## config.mk

```make
export PLATFORM = sky130hd
export DESIGN_NAME = cmp_tick_timer
export DESIGN_NICKNAME = d
export VERILOG_FILES = /design/src/rtl/cmp_tick_timer_pkg.sv /design/src/rtl/cmp_tick_timer_ctrl.sv /design/src/rtl/cmp_tick_timer_dp.sv /design/src/rtl/cmp_tick_timer.sv
export SDC_FILE = /design/constraint.sdc
export NUM_CORES = 1
export LEC_CHECK = 0
export BUFFER_PORTS_ARGS = -buffer_cell sky130_fd_sc_hd__buf_2
export CAP_MARGIN = 20
export CORE_MARGIN = 2
export CORE_UTILIZATION = 45
export DETAILED_ROUTE_END_ITERATION = 12
export PLACE_DENSITY_LB_ADDON = 0.08
export SETUP_SLACK_MARGIN = 0.3
export SLEW_MARGIN = 15
export SYNTH_ARGS = -nofsm -noshare
export SYNTH_HDL_FRONTEND = slang
export SYNTH_SLANG_ARGS = --single-unit
```

## constraint.sdc

```tcl
create_clock -name clk -period 6.7 [get_ports clk]
set_clock_uncertainty 0.05 [all_clocks]
set_input_delay 0.67 -clock clk [delete_from_list [all_inputs] [get_ports clk]]
set_output_delay 0.67 -clock clk [all_outputs]
set_load 0.02 [all_outputs]
```

## src/rtl/cmp_tick_timer_pkg.sv

```systemverilog
`timescale 1ns/1ps
package cmp_tick_timer_pkg;
  // register offsets; drivers depend on these positions
  localparam int OFS_PARAM    = 'h04;
  localparam int OFS_CTRL     = 'h10;
  localparam int OFS_COUNT    = 'h14;
  localparam int OFS_MODULO   = 'h18;
  localparam int OFS_STATUS   = 'h1C;
  localparam int OFS_CH_CTRL  = 'h20;
  localparam int OFS_CH_VALUE = 'h24;

  localparam int              PS_W          = 3;
  localparam int              DIV_W         = (1 << PS_W) - 1;
  localparam logic [3:0]      CH_MODE_SWCMP = 4'h4;

  // one-cycle strobes from register decode to the counting datapath
  typedef struct packed {
    logic countClr;
    logic ovfClr;
    logic matchClr;
  } strobe_t;
endpackage

```

## src/rtl/cmp_tick_timer_ctrl.sv

```systemverilog
`timescale 1ns/1ps
module cmp_tick_timer_ctrl
  import cmp_tick_timer_pkg::*;
#(
  parameter int CW     = 32,
  parameter int ADDR_W = 8
) (
  input  logic              clk,
  input  logic              rstN,
  input  logic              busSel,
  input  logic              busWrite,
  input  logic [ADDR_W-1:0] busAddr,
  input  logic [31:0]       busWdata,
  output logic [31:0]       busRdata,
  input  logic [CW-1:0]     cntVal,
  input  logic              ovfState,
  input  logic              matchState,
  output strobe_t           strb,
  output logic [PS_W-1:0]   psSel,
  output logic              clkEn,
  output logic [CW-1:0]     modVal,
  output logic [3:0]        chMode,
  output logic              chIe,
  output logic [CW-1:0]     cmpVal
);
  localparam logic [7:0] WIDTH_CODE = 8'(CW);

  logic wrEn;
  logic hitParam, hitCtrl, hitCount, hitModulo, hitStatus, hitChCtrl, hitChValue;

  assign wrEn       = busSel && busWrite;
  assign hitParam   = busAddr == ADDR_W'(OFS_PARAM);
  assign hitCtrl    = busAddr == ADDR_W'(OFS_CTRL);
  assign hitCount   = busAddr == ADDR_W'(OFS_COUNT);
  assign hitModulo  = busAddr == ADDR_W'(OFS_MODULO);
  assign hitStatus  = busAddr == ADDR_W'(OFS_STATUS);
  assign hitChCtrl  = busAddr == ADDR_W'(OFS_CH_CTRL);
  assign hitChValue = busAddr == ADDR_W'(OFS_CH_VALUE);

  always_comb begin
    strb.countClr = wrEn && hitCount;
    strb.ovfClr   = wrEn && hitCtrl && busWdata[7];
    strb.matchClr = wrEn && ((hitStatus && busWdata[0]) || (hitChCtrl && busWdata[7]));
  end

  always_ff @(posedge clk or negedge rstN) begin
    if (!rstN) begin
      psSel  <= '0;
      clkEn  <= 1'b0;
      modVal <= '1;
      chMode <= '0;
      chIe   <= 1'b0;
      cmpVal <= '0;
    end else if (wrEn) begin
      if (hitCtrl) begin
        psSel <= busWdata[PS_W-1:0];
        clkEn <= busWdata[3];
      end
      if (hitModulo)  modVal <= busWdata[CW-1:0];
      if (hitChCtrl) begin
        chMode <= busWdata[5:2];
        chIe   <= busWdata[6];
      end
      if (hitChValue) cmpVal <= busWdata[CW-1:0];
    end
  end

  always_comb begin
    busRdata = '0;
    if (busSel) begin
      if (hitParam)   busRdata[23:16] = WIDTH_CODE;
      if (hitCtrl)    busRdata[7:0]   = {ovfState, 3'b000, clkEn, psSel};
      if (hitCount)   busRdata[CW-1:0] = cntVal;
      if (hitModulo)  busRdata[CW-1:0] = modVal;
      if (hitStatus)  busRdata[0]     = matchState;
      if (hitChCtrl)  busRdata[7:0]   = {matchState, chIe, chMode, 2'b00};
      if (hitChValue) busRdata[CW-1:0] = cmpVal;
    end
  end
endmodule

```

## src/rtl/cmp_tick_timer_dp.sv

```systemverilog
`timescale 1ns/1ps
module cmp_tick_timer_dp
  import cmp_tick_timer_pkg::*;
#(
  parameter int CW = 32
) (
  input  logic            clk,
  input  logic            rstN,
  input  strobe_t         strb,
  input  logic [PS_W-1:0] psSel,
  input  logic            clkEn,
  input  logic [CW-1:0]   modVal,
  input  logic [3:0]      chMode,
  input  logic [CW-1:0]   cmpVal,
  output logic [CW-1:0]   cntVal,
  output logic            ovfState,
  output logic            matchState,
  output logic            tick
);
  logic [DIV_W-1:0] divCnt;
  logic [DIV_W-1:0] divMask;
  logic [CW-1:0]    cntNext;
  logic             atLimit, wrapEv, matchEv;

  // low psSel bits of the free divider must all be ones for a tick
  for (genvar i = 0; i < DIV_W; i++) begin : g_mask
    assign divMask[i] = i < int'(psSel);
  end

  assign tick    = clkEn && ((divCnt & divMask) == divMask);
  assign atLimit = cntVal == modVal;
  assign cntNext = atLimit ? '0 : cntVal + 1'b1;
  assign wrapEv  = tick && atLimit && !strb.countClr;
  assign matchEv = tick && !strb.countClr && (chMode == CH_MODE_SWCMP) && (cntNext == cmpVal);

  always_ff @(posedge clk or negedge rstN) begin
    if (!rstN) begin
      divCnt     <= '0;
      cntVal     <= '0;
      ovfState   <= 1'b0;
      matchState <= 1'b0;
    end else begin
      divCnt <= (!clkEn || strb.countClr) ? '0 : divCnt + 1'b1;
      if (strb.countClr)  cntVal <= '0;
      else if (tick)      cntVal <= cntNext;
      if (wrapEv)         ovfState <= 1'b1;
      else if (strb.ovfClr) ovfState <= 1'b0;
      if (matchEv)        matchState <= 1'b1;
      else if (strb.matchClr) matchState <= 1'b0;
    end
  end
endmodule

```

## src/rtl/cmp_tick_timer.sv

```systemverilog
`timescale 1ns/1ps
module cmp_tick_timer
  import cmp_tick_timer_pkg::*;
#(
  parameter int CW     = 32,
  parameter int ADDR_W = 8
) (
  input  logic              clk,
  input  logic              rstN,
  input  logic              busSel,
  input  logic              busWrite,
  input  logic [ADDR_W-1:0] busAddr,
  input  logic [31:0]       busWdata,
  output logic [31:0]       busRdata,
  output logic              irqOut,
  output logic              ovfFlag,
  output logic              matchFlag
);
  strobe_t         strb;
  logic [PS_W-1:0] psSel;
  logic            clkEn, chIe, tick, ovfState, matchState;
  logic [CW-1:0]   modVal, cmpVal, cntVal;
  logic [3:0]      chMode;

  cmp_tick_timer_ctrl #(.CW(CW), .ADDR_W(ADDR_W)) uCtrl (
    .clk(clk), .rstN(rstN), .busSel(busSel), .busWrite(busWrite),
    .busAddr(busAddr), .busWdata(busWdata), .busRdata(busRdata),
    .cntVal(cntVal), .ovfState(ovfState), .matchState(matchState),
    .strb(strb), .psSel(psSel), .clkEn(clkEn), .modVal(modVal),
    .chMode(chMode), .chIe(chIe), .cmpVal(cmpVal)
  );

  cmp_tick_timer_dp #(.CW(CW)) uDp (
    .clk(clk), .rstN(rstN), .strb(strb), .psSel(psSel), .clkEn(clkEn),
    .modVal(modVal), .chMode(chMode), .cmpVal(cmpVal), .cntVal(cntVal),
    .ovfState(ovfState), .matchState(matchState), .tick(tick)
  );

  assign ovfFlag   = ovfState;
  assign matchFlag = matchState;
  assign irqOut    = matchState && chIe;
endmodule

```

Word level (Yosys, flattened, before mapping) --
Cells that the tools add are included.
Storage, ports and cells: register bits after elaboration 114, output and inout port bits 35, logic and storage cells 72
Cells by class: add/subtract/negate cells 2, magnitude comparators 7, equal/unequal tests 11, mux-type cells 16, bitwise logic cells 1, reduce and logical (&&, ||, !) cells 25
Operators by type and width (count):
- $mux 32 | 7
- $eq 32x32->1 | 2
- $add 32x1->32 const B | 1
- $eq 8x5->1 const B | 4
- $eq 8x6->1 const B | 2
- $mux 8 | 2
- $logic_and 1x1->1 | 14
- $lt 3x3->1 const A | 3
- $eq 8x3->1 const B | 1
- $reduce_and 2->1 | 4
- $add 7x1->7 const B | 1
- $and 7x7->7 | 1
- $eq 7x7->1 | 1
- $mux 7 | 1
- $lt 1x3->1 const A | 2
- $lt 2x3->1 const A | 2
- $mux 6 | 1
- $reduce_bool 2->1 | 3
- $mux 1 | 5
- $eq 4x3->1 const B | 1
- $logic_not 1->1 | 2
- $logic_or 1x1->1 | 2

Longest topological paths before layout --
depth in word-level cells 8, gate-level depth with buffers 12, depth with buffers taken out 9

Modules after synthesis --
From an unflattened synthesis, not the netlist that was laid out.
Second synthesis, totals: cells, all modules 789, area, all modules 7758.7 µm²
Modules (own cells, without submodules):
- cmp_tick_timer_ctrl | times used 1, cells an instance 315, area an instance 4000.1 µm², seq. area each 1866.8 µm²
- cmp_tick_timer_dp | times used 1, cells an instance 473, area an instance 3752.3 µm², seq. area each 1026.0 µm²
- cmp_tick_timer | times used 1, cells an instance 1, area an instance 6.3 µm², seq. area each 0.0 µm²

Worst setup path before layout --
No wires, ideal clock.
kind input to output, start input busAddr[4], end output busRdata[1], data arrival time 2.620 ns, slack 3.360 ns, cell stages on the path 6, buffers on the path 2, path through nor4b_1 > and3_1 > clkbuf_1 > buf_1 > a22oi_1 > a21boi_0
Between the ends: word-level cells in the longest chain between the ends 7, elaborated cells between the ends (all ways) 11, those cells by class eq/ne (5); mux (6)
Ends and longest elaborated chain:
- start, declared | RTL line cmp_tick_timer.sv:12 | input logic [ADDR_W-1:0] busAddr,
- $eq 8x5->1 | RTL line cmp_tick_timer_ctrl.sv:33 | assign hitCtrl = busAddr == ADDR_W'(OFS_CTRL);
- $mux 8 | RTL line cmp_tick_timer_ctrl.sv:72 | if (hitCtrl) busRdata[7:0] = {ovfState, 3'b000, clkEn, psSel};
- $mux 32 | RTL line cmp_tick_timer_ctrl.sv:73 | if (hitCount) busRdata[CW-1:0] = cntVal;
- $mux 32 | RTL line cmp_tick_timer_ctrl.sv:74 | if (hitModulo) busRdata[CW-1:0] = modVal;
- $mux 8 | RTL line cmp_tick_timer_ctrl.sv:76 | if (hitChCtrl) busRdata[7:0] = {matchState, chIe, chMode, 2'b00};
- $mux 32 * | RTL line cmp_tick_timer_ctrl.sv:77 | if (hitChValue) busRdata[CW-1:0] = cmpVal;
- $mux 32 * | RTL line cmp_tick_timer_ctrl.sv:70 | if (busSel) begin
- end, declared | RTL line cmp_tick_timer.sv:14 | output logic [31:0] busRdata,
Mark *: on every way between the ends. The rest lies on a longest branch, timed or not.

Worst setup path after layout --
start register uDp.cntVal[23], end register uDp.cntVal[26]
Between the ends: word-level cells in the longest chain between the ends 4, elaborated cells between the ends (all ways) 5, those cells by class add/sub (1); eq/ne (1); mux (3)
Ends and longest elaborated chain:
- start, declared | RTL line cmp_tick_timer_dp.sv:15 | output logic [CW-1:0] cntVal,
- start signal, assigned | RTL line cmp_tick_timer_dp.sv:45 | else if (tick) cntVal <= cntNext;
- $add 32x1->32 or $eq 32x32->1 (tied branches) | RTL line cmp_tick_timer_dp.sv:32, cmp_tick_timer_dp.sv:31
- $mux 32 * | RTL line cmp_tick_timer_dp.sv:32 | assign cntNext = atLimit ? '0 : cntVal + 1'b1;
- $mux 32 * | RTL line cmp_tick_timer_dp.sv:45
- $mux 32 * | RTL line cmp_tick_timer_dp.sv:44 | if (strb.countClr) cntVal <= '0;
Mark *: on every way between the ends. The rest lies on a longest branch, timed or not. The select of a mux whose other input is x is not followed. A chain may end at the register's enable or synchronous reset.

==> impl_metrics.yaml <==
power_and_ir_drop:
  p_leak_nw: 3.804
  vdd_drop_max_mv: 0.1925
  powerDensity_nw_per_um2: 227.2
  total_power_mw: 1.914
drt:
  drtIter0Drc: 691
  vias: 6248
  drc: 0
  drt_wl_total_mm: 22.55
  viasPerCell: 6.168
  wl_per_cell_um: 22.26
  antenna_left: 0
  first_pass_iters: 8
status:
  status: "finished clean"
clocking:
  cts_htree_levels: 4
  clk_pin_slew_worst_paths_ns: 0.06
  clock-sinks: 114
  tritoncts: "built"
  cts_hold_buf: 0
  cts-resized-gates: 0
  clk_path_buf_depth: 2
  cts_inserted_buffers: 17
  cts_setup_buffers: 0
  cts_root_buf: "clkbuf_16"
  clk_latency_ns: 0.42
synthesis:
  avgSynthCellArea_um2: 9.890
  synth.ff_latch_count: 114
  yosys.area.top_type: "dfrtp_1"
  ys_warn_count: 0
  synth_edf_count: 0
  synthTopCellsByArea: "dfrtp_1 (28%), dfstp_2 (11%), mux2_2 (11%)"
  async_reset_ff_frac: 1.000
  ys_types: 69
  netlist.area_leader.share: 0.2792
  synth_ff_type: "dfrtp_1"
  synthCells: 743
  synth.net_count: 789
  synth-seq-area-share: 0.3937
  synth.cell_area_um2: 7348
global_route:
  grt_pass1_vias: 6237
  grtUsageTotal: 0.2681
  grt_pass1_wl_mm: 36.32
  antenna_found_initial: 0
  grt_max_degree: 83
  grt_overflow_total: 0
timing:
  finalSetupTns_ns: 0
  slew_headroom: 0.3084
  fin_crit_sh: 0.5198
  drv_slew: 0
  tightestPinTransition_ns: 1.036
  fmax_mhz: 287.2
  period_needed_ns: 3.482
  rsz0062_at_grt: "no"
  hold_viol_final: 0
  setup_viol: 0
placed_design:
  dp.cells: 980
  io_buffers: 78
  place.gp.congestion: 0.9125
  dp_hpwl_mm: 15.60
floorplanning:
  die_x_um: 131.8
  die_h_um: 131.8
  core-area_um2: 15940
  rows: 46
  die_area_um2: 17370
  pin_count: 79
  start_util: 0.4609
final_layout:
  syn2layout_area_growth_pct: 14.64
  diodes: 0
  nets: 830
  drive_gt1_frac: 0.2936
  fin_cells: 1013
critical_path:
  required_ns: 6.94
  endpoint_kind: "flip-flop"
  arrival_ns: 3.73
  critPathKind: "flip-flop to flip-flop"
  path_max_fanout: 15
  cp-start-kind: "flip-flop"
job:
  maxCapViolCount: 0
hold_path:
  hold_path.class: "primary input to asynchronous set/reset pin"
registers in the layout, summed over array words and instances, names as in the netlist:
| register | count |
|---|---|
| uCtrl.chIe | 1 |
| uCtrl.chMode | 4 |
| uCtrl.clkEn | 1 |
| uCtrl.cmpVal | 32 |
| uCtrl.modVal | 32 |
| uCtrl.psSel | 3 |
| uDp.cntVal | 32 |
| uDp.divCnt | 7 |
| uDp.matchState | 1 |
| uDp.ovfState | 1 |
cell usage in the layout, fill, tap and decap left out, types with 5 or more instances in the layout:
cell	synthesis	layout
a211oi_1	5	5
inv_1	8	8
mux2_2	74	74
o21ai_0	58	58
a21boi_0	5	5
dfstp_2	32	32
buf_4	5	9
a31oi_1	8	7
nor2b_1	23	23
a22oi_1	9	9
buf_2	21	77
nor4b_1	6	6
nand2_1	44	44
clkbuf_16	0	17
a222oi_1	26	26
xnor2_1	17	17
a21oi_1	14	14
nand4_1	15	15
nor2_1	40	39
nand2b_1	5	5
o31ai_1	17	17
nor4_1	19	19
and4_1	9	9
and2_1	11	11
xor2_1	56	56
nor3_1	6	6
dfrtp_1	82	82
and3_1	9	9
a21o_1	5	5
nand3_1	18	17
or3_1	8	8
critical path, cell delays in order, from the launching register on:
cell and delay [ns]:
dfrtp_1 0.48, xor2_1 0.26, nor4_1 0.49, nand4_1 0.27
nor2_1 0.62, buf_4 0.33, nor2_1 0.17, buf_4 0.25
and2_1 0.17, o21ai_0 0.15, o31ai_1 0.10
layout make-up:
cell class                 instances  area [um^2]
sequential                       114         2893
clock buffer                      23        488.0
fill                            1454         7518
clock inverter                     9        128.9
timing repair buffer              87        480.5
multi-input combinational        556         4134
inverter                           8        30.03
tap                              216        270.3
per-stage QoR:
stage / hold slack [ns] / setup slack [ns] / cell area (um^2) / utilization
4_1_cts: 0.1414 / 3.274 / 8397 / 0.5267
3_3_place_gp: 0.4575 / 3.022 / 7780 / 0.4880
6_report: 0.1378 / 3.218 / 8424 / 0.5284
2_1_floorplan: 0.3244 / 3.360 / 7348 / -
5_1_grt: 0.1605 / 2.913 / 8424 / 0.5284
3_5_place_dp: 0.4597 / 2.905 / 7780 / 0.4880
per-layer routing:
layer	share of wire	wire length, um	vias up	GRT usage
li1	-	-	2864	-
met1	0.47	10570	3144	0.3783
met2	0.46	10320	210	0.4133
met3	0.057	1275	30	0.05536
met4	0.017	388	0	0.08877
met5	0	0	-	0
logic make-up after synthesis:
group	count (synthesis)	share of synthesized area
mux	75	0.1148
xor+xnor	76	0.09620
compound gates	173	0.1650
buf+inv	73	0.04682
flops	114	0.3937
simple gates	230	0.1801
fa+ha+maj	2	0.003405
cells in the mapped netlist, types with 4 or more instances:
library cell	number
or3_1	8
buf_2	21
and2_1	11
nor3_1	6
nand3_1	18
a21o_1	5
nor2_1	40
a211oi_1	5
nand2_1	44
nand2b_1	5
buf_1	5
and3_1	9
o21ai_0	58
a222oi_1	26
xor2_1	56
buf_4	5
a22oi_1	9
a31oi_1	8
mux2_2	74
xnor2_1	17
a21oi_1	14
a21boi_0	5
a22o_1	4
inv_1	8
o31ai_1	17
dfstp_2	32
clkbuf_1	29
nand4_1	15
dfrtp_1	82
nor4b_1	6
and4_1	9
nor4_1	19
nor2b_1	23
power breakdown:
part,internal [mW],leakage [nW],switching [mW]
Combinational,0.0836,2.05,0.117
Clock,0.622,0.299,0.334
Sequential,0.716,1.46,0.0401
path summary, 6_finish.rpt:
check	from	end	slack, ns	depth (start not counted)
worst max-delay path	uDp.cntVal[23]$_DFFE_PN0P_	uDp.cntVal[26]$_DFFE_PN0P_	3.22	10
worst min-delay path	rstN	uCtrl.cmpVal[9]$_DFFE_PN0P_	0.14	1
worst max register to register	uDp.cntVal[23]$_DFFE_PN0P_	uDp.cntVal[26]$_DFFE_PN0P_	3.22	10
worst min register to register	uDp.divCnt[0]$_DFF_PN0_	uDp.divCnt[0]$_DFF_PN0_	0.46	1
max in group asynchronous	rstN	uCtrl.modVal[19]$_DFFE_PN1P_	5.30	3
min in group clk	busWdata[19]	uCtrl.cmpVal[19]$_DFFE_PN0P_	0.44	2
(Power assumes the default switching activity.)
